--- src/rtl/rx_err_flags.sv ---
module rx_err_flags #(
  parameter int W = 24,
  parameter int HOLD_BASE = 512,
  parameter int BLOCK_LEN = 192
) (
  input  logic         clk,
  input  logic         rst_n,
  input  logic         sub_tick,
  input  logic         frame_tick,
  input  logic         unlock,
  input  logic         par_err,
  input  logic         bip_err,
  input  logic         len_err,
  input  logic         vbit,
  input  logic [W-1:0] din,
  input  logic [5:0]   stat_word,
  input  logic         mask_data,
  input  logic         mask_stc,
  input  logic [1:0]   hold_sel,
  input  logic         pll_off,
  input  logic         rd_stat1,
  input  logic         rd_stat2,
  output logic [W-1:0] dout,
  output logic         err_out,
  output logic         stc_flag,
  output logic         sticky_par,
  output logic         sticky_bip,
  output logic         sticky_len,
  output logic         sticky_v,
  output logic         sticky_unl
);
  localparam int HW = $clog2(HOLD_BASE * 8 + 1);
  localparam int BW = $clog2(BLOCK_LEN + 1);

  logic [W-1:0]  good_q;
  logic          derr_q;
  logic [5:0]    prev_word;
  logic [BW-1:0] blk_cnt;
  logic [HW-1:0] hold_cnt;
  logic          armed, cause, any_derr;
  logic [HW-1:0] hold_len;

  assign any_derr = par_err | bip_err | len_err;
  assign armed    = (blk_cnt == BW'(BLOCK_LEN));
  assign hold_len = HW'(HOLD_BASE) << hold_sel;
  assign cause    = unlock | (mask_data & derr_q) | (mask_stc & stc_flag);
  assign err_out  = ~pll_off & (cause | (hold_cnt != '0));
  assign dout     = unlock ? '0 : good_q;

  always_ff @(posedge clk or negedge rst_n) begin
    if (!rst_n) begin
      good_q <= '0;
      derr_q <= 1'b0;
    end else if (sub_tick) begin
      derr_q <= any_derr;
      if (!unlock && !any_derr) good_q <= din;
    end
  end

  always_ff @(posedge clk or negedge rst_n) begin
    if (!rst_n) begin
      prev_word <= '0;
      blk_cnt   <= '0;
      stc_flag  <= 1'b0;
    end else begin
      if (frame_tick) begin
        prev_word <= stat_word;
        if (!armed) blk_cnt <= blk_cnt + 1'b1;
      end
      if (frame_tick && armed && (stat_word != prev_word)) stc_flag <= 1'b1;
      else if (rd_stat1)                                     stc_flag <= 1'b0;
    end
  end

  always_ff @(posedge clk or negedge rst_n) begin
    if (!rst_n)                           hold_cnt <= '0;
    else if (cause)                       hold_cnt <= hold_len;
    else if (frame_tick && hold_cnt != '0) hold_cnt <= hold_cnt - 1'b1;
  end

  always_ff @(posedge clk or negedge rst_n) begin
    if (!rst_n) begin
      sticky_par <= 1'b0;
      sticky_bip <= 1'b0;
      sticky_len <= 1'b0;
      sticky_v   <= 1'b0;
      sticky_unl <= 1'b0;
    end else begin
      sticky_par <= (sub_tick & par_err) | (sticky_par & ~rd_stat2);
      sticky_bip <= (sub_tick & bip_err) | (sticky_bip & ~rd_stat2);
      sticky_len <= (sub_tick & len_err) | (sticky_len & ~rd_stat2);
      sticky_v   <= (sub_tick & vbit)    | (sticky_v   & ~rd_stat2);
      sticky_unl <= unlock               | (sticky_unl & ~rd_stat2);
    end
  end
endmodule


--- config.mk ---
export PLATFORM = sky130hd
export DESIGN_NAME = rx_err_flags
export DESIGN_NICKNAME = d
export VERILOG_FILES = /design/src/rtl/rx_err_flags.sv
export SDC_FILE = /design/constraint.sdc
export NUM_CORES = 1
export LEC_CHECK = 0
export ABC_AREA = 1
export BUFFER_PORTS_ARGS = -buffer_cell sky130_fd_sc_hd__clkbuf_2
export CORE_UTILIZATION = 38
export DETAILED_ROUTE_END_ITERATION = 6
export PLACE_DENSITY_LB_ADDON = 0.1
export SYNTH_ARGS = -nofsm -noshare
export SYNTH_HDL_FRONTEND = slang
export SYNTH_SLANG_ARGS = --single-unit
--- constraint.sdc ---
create_clock -name clk -period 1.9 [get_ports clk]
set_input_delay 0.285 -clock clk [delete_from_list [all_inputs] [get_ports clk]]
set_output_delay 0.285 -clock clk [all_outputs]
set_load 0.03 [all_outputs]
== Word-level counts from Yosys, hierarchy flattened ==
Index checks and enable logic that the tools add are counted.
Storage, ports and cells
  output and inout bits: 31
  word-level logic and storage cells: 57
  register bits: 58
Operators by class
  shifts and indexed selects: 1
  bitwise gates (word level): 25
  reductions and logical operators: 11
  equal/unequal tests: 2
  muxes and demuxes: 5
  add/subtract/negate cells: 2
Operators by type and width (number)
  13-bit two-way mux: 2
  24-bit two-way mux: 1
  13-bit nonzero test: 1
  10-bit by 2-bit left shift with 13-bit output, first input constant: 1
  13-bit by 1-bit subtractor with 13-bit output, second input constant: 1
  1-bit AND: 12
  1-bit bitwise OR: 10
  8-bit by 1-bit adder with 8-bit output, second input constant: 1
  8-bit equality test, second input constant: 1
  6-bit != test: 1
  1-bit logical AND: 4
  2-bit AND reduction: 2
  2-bit nonzero test: 2
  1-bit NOT: 3
  1-bit logical NOT: 2
  1-bit two-way mux: 2

== Depth between registers and ports, before layout ==
  depth in word-level cells: 5
  gate-level depth with buffers: 9
  mapped depth without buffers: 9

== Worst setup path after synthesis ==
OpenSTA, ideal clock, no wires.
  kind: flip-flop to output port
  start point: register hold_cnt[0]
  end point: output err_out
  data arrival time: 1117 ps
  path buffers: 0
  required time: 1615 ps
  path slack: 498 ps
  stages on the path, launching flop included: 8
  path through: dfrtp_1 -> inv_1 -> ha_1 -> nand2_1 -> nor2_1 -> nand3_4 -> nand2_1 -> inv_1
On the way
  cells in the longest elaborated chain, start to end: 3
Ends and longest elaborated chain
  start, declared: RTL line 39  | logic [HW-1:0] hold_cnt;
  start signal, assigned: RTL line 77  | else if (cause) hold_cnt <= hold_len;
  start signal, assigned: RTL line 78  | else if (frame_tick && hold_cnt != '0) hold_cnt <= hold_cnt - 1'b1;
  13-bit nonzero test: RTL line 47  | assign err_out = ~pll_off & (cause | (hold_cnt != '0));
  1-bit bitwise OR: RTL line 47
  1-bit AND: RTL line 47
  end, declared: RTL line 24  | output logic err_out,
No other way between the ends.

== Worst setup path after layout ==
  start point: register hold_cnt[7]
  end point: output err_out
Same word-level chain as after synthesis.

==> flow_summary_export.csv <==
group,metric,value,unit
detailed_routing,drc_errors,0,
logic_synthesis,syn_inst,390,
detailed_routing,drt-initial-drc-count,89,
critical_path,worstPathArrival,1470,ps
critical_path,cp_top_family,"simple AND/OR/NAND/NOR gates",
min_path,hold_path_class,"input pin to flop",
logic_synthesis,synth_area_leader_cell,"dfrtp_1",
critical_path,slowest_delay,410,ps
detailed_routing,drtAntennaViolNets,0,
power_and_ir_drop,powerDensity,1050,nW/um^2
clocking,htreeDepth,3,
cells_and_area,final_cell_mix,"nor2_1, clkbuf_2, nand2_1",
cells_and_area,diodes,0,
logic_synthesis,syn-mean-instance-area,7.74,sq um
placed_design,gp_congestion,0.767,
global_routing,grt_max_degree,59,
cells_and_area,drive_gt1_frac,0.256,
detailed_routing,first_pass_iters,4,
placed_design,dpl.cell_count,561,
critical_path,crit_path_end_kind,"output port",
clocking,cts_made_buffers,9,
placed_design,dp.final_hpwl,4530,um
detailed_routing,vias_per_cell,4.47,
die,placementRows,32,
logic_synthesis,ys_ff_latch,58,
clocking,clkTransAtPathRegs,60,ps
placed_design,port_buffers,76,
die,io_pins,77,
timing,layout_setup_ws,147,ps
timing,setup_viol,0,
detailed_routing,highest_layer,"met4",
detailed_routing,wire_per_inst,10.8,um
critical_path,critPathSlowestCell,"dfrtp_1",
logic_synthesis,yosys_warnings,0,
clocking,cts-root-buf,"clkbuf_8",
timing,hold_violations,0,
timing,fin_crit_sh,0.922,
global_routing,grt_overflow_total,0,
power_and_ir_drop,p_leak,2.08,nW
critical_path,worst_setup_path_start_kind,"flop",
logic_synthesis,synth_top_area_frac,0.481,
detailed_routing,route.met3.wl,228,um
timing,relSlewSlack,0.756,
critical_path,path_cells,"nor2_1 -> nand2_2 -> nor2_4 -> nand3_4 -> nand2_1 -> inv_1 -> buf_2",
clocking,cts_buffer_depth,2,
detailed_routing,vias,2599,
critical_path,crit_required,1620,ps
critical_path,cp_max_fo,4,
timing,drv_slew,0,
logic_synthesis,synth_area,3020,sq um
clocking,cts_tree,"done",
detailed_routing,drt_wl_total,6280,um
logic_synthesis,synth_seq_area_share,0.481,
critical_path,path_buf_inv,2,
clocking,clk_latency,320,ps
die,design.die.area,8300,sq um
logic_synthesis,synth_cell_types,27,
timing,worst_pin_slew,363,ps
cells_and_area,final_common_cell,"nor2_1",
global_routing,grt_pass1_wl,11100,um
cells_and_area,nFillCells,799,
global_routing,grt_pass1_vias,2540,
cells_and_area,finalNetCount,526,
cells_and_area,fin_cells,582,
job,drv_cap,0,
global_routing,grt_usage,0.167,
power_and_ir_drop,total_power,3.94,mW
detailed_routing,met1_length,2970,um
critical_path,criticalPathCategory,"flop to output port",
logic_synthesis,synth_nets,440,
status,status,"complete, no violations",
die,die_y,91.1,um
timing,finalClockSkew,5.56,ps
global_routing,antenna_found_initial,0,
clocking,cts.sinks,58,
cells_and_area,syn2layout_area_growth,23.7,%
detailed_routing,dr_wl_met2,3040,um
die,core,7690,sq um
timing,fmax,571,MHz
timing,rsz0062_at_grt,"no",
placed_design,pre_cts_ws,329,ps
timing,min_period,1750,ps
die,initial_core_util,0.393,
power_and_ir_drop,ir_drop,0.484,mV
die,chipWidth,91.1,um
timing,fin_setup_tns,0,ps
logic_synthesis,ys_top_cells_by_area,"dfrtp_1, nor2_1, nand2_1",
stage by stage:
step	hold slack, ps	utilization	instance area [sq um]
final	146	0.486	3730
after global routing	150	0.486	3730
after CTS	134	0.481	3700
after detailed placement	321	0.455	3490
after global placement	324	0.455	3490
after floorplan	-10.6	-	3020
worst register-to-register path, stage by stage, from the launching register on:
cell	delay, ps
dfrtp_1	410
nor2_1	150
nand2_2	100
nor2_4	130
nand3_4	90
buf_4	150
nand2_4	160
inv_2	130
nand2_1	80
o21ai_1	60
timing repair:
item,CTS,global route
endpoints found under the hold margin,58,0
endpoints found under the setup margin,1,1
resized for setup,1,3
cloned,0,0
pin swaps,0,3
hold buffers,1,0
setup buffers,0,5
per-layer routing:
layer / global-route usage / up-vias
li1: - / 1363
met1: 0.209 / 1197
met2: 0.281 / 34
met3: 0.0444 / 5
met4: 0.0529 / 0
met5: 0 / -
power by group:
| part | leakage [nW] | switching (mW) | internal (mW) |
|---|---|---|---|
| logic | 1.31 | 0.791 | 0.437 |
| registers | 0.671 | 0.147 | 1.50 |
| clock network | 0.101 | 0.460 | 0.604 |
worst paths after layout:
check | from | endpoint | slack, ps | depth (start not counted)
setup / recovery | hold_cnt[7]$_DFFE_PN0P_ | err_out | 150 | 7
hold / removal | rd_stat1 | stc_flag$_DFFE_PN0P_ | 150 | 2
setup reg to reg | hold_cnt[7]$_DFFE_PN0P_ | hold_cnt[1]$_DFFE_PN0P_ | 320 | 9
hold reg to reg | prev_word[5]$_DFFE_PN0P_ | prev_word[5]$_DFFE_PN0P_ | 490 | 2
max in group asynchronous | rst_n | blk_cnt[0]$_DFFE_PN0P_ | 1130 | 3
min in group asynchronous | rst_n | sticky_par$_DFF_PN0_ | 500 | 3
flip-flops by register name, summed over array words and instances, names as in the netlist:
signal,cells
good_q,24
sticky_par,1
hold_cnt,13
prev_word,6
sticky_bip,1
sticky_v,1
blk_cnt,8
sticky_unl,1
stc_flag,1
derr_q,1
sticky_len,1
layout make-up:
class	count	area, sq um	area share
multi-input cells	256	1230	0.330
flip-flops and latches	58	1450	0.389
well taps	102	128	0.0342
repair buffers	86	483	0.129
inverters	65	249	0.0667
clock buffers	13	179	0.0479
clock inverters	2	10.0	0.00268
logic make-up after synthesis:
family / Yosys count / synth area share
xor gates and xnor gates: 14 / 0.0406
buffers and inverters: 76 / 0.111
AOI/OAI and AO/OA: 51 / 0.0883
adders and majority gates: 4 / 0.0166
and+or+nand+nor: 187 / 0.262
DFF: 58 / 0.481
synth_stat cells:
library cell  instances
inv_2                 2
buf_6                 3
buf_4                 1
xor2_1               13
nand3_2               1
nor2_2                4
o21ai_2               3
inv_1                61
nor2_4                1
clkbuf_1              4
nand2_1              68
ha_1                  4
o21ai_1               3
xnor2_1               1
nand3_1              19
nand2_2               3
nor2_1               80
a21oi_1              32
buf_12                1
nand2_4               1
or2_2                 2
buf_2                 2
dfrtp_1              58
inv_4                 2
nand3_4               1
nor3_1                7
o21ai_0              13
No activity file was read; power rests on OpenSTA's default activity.
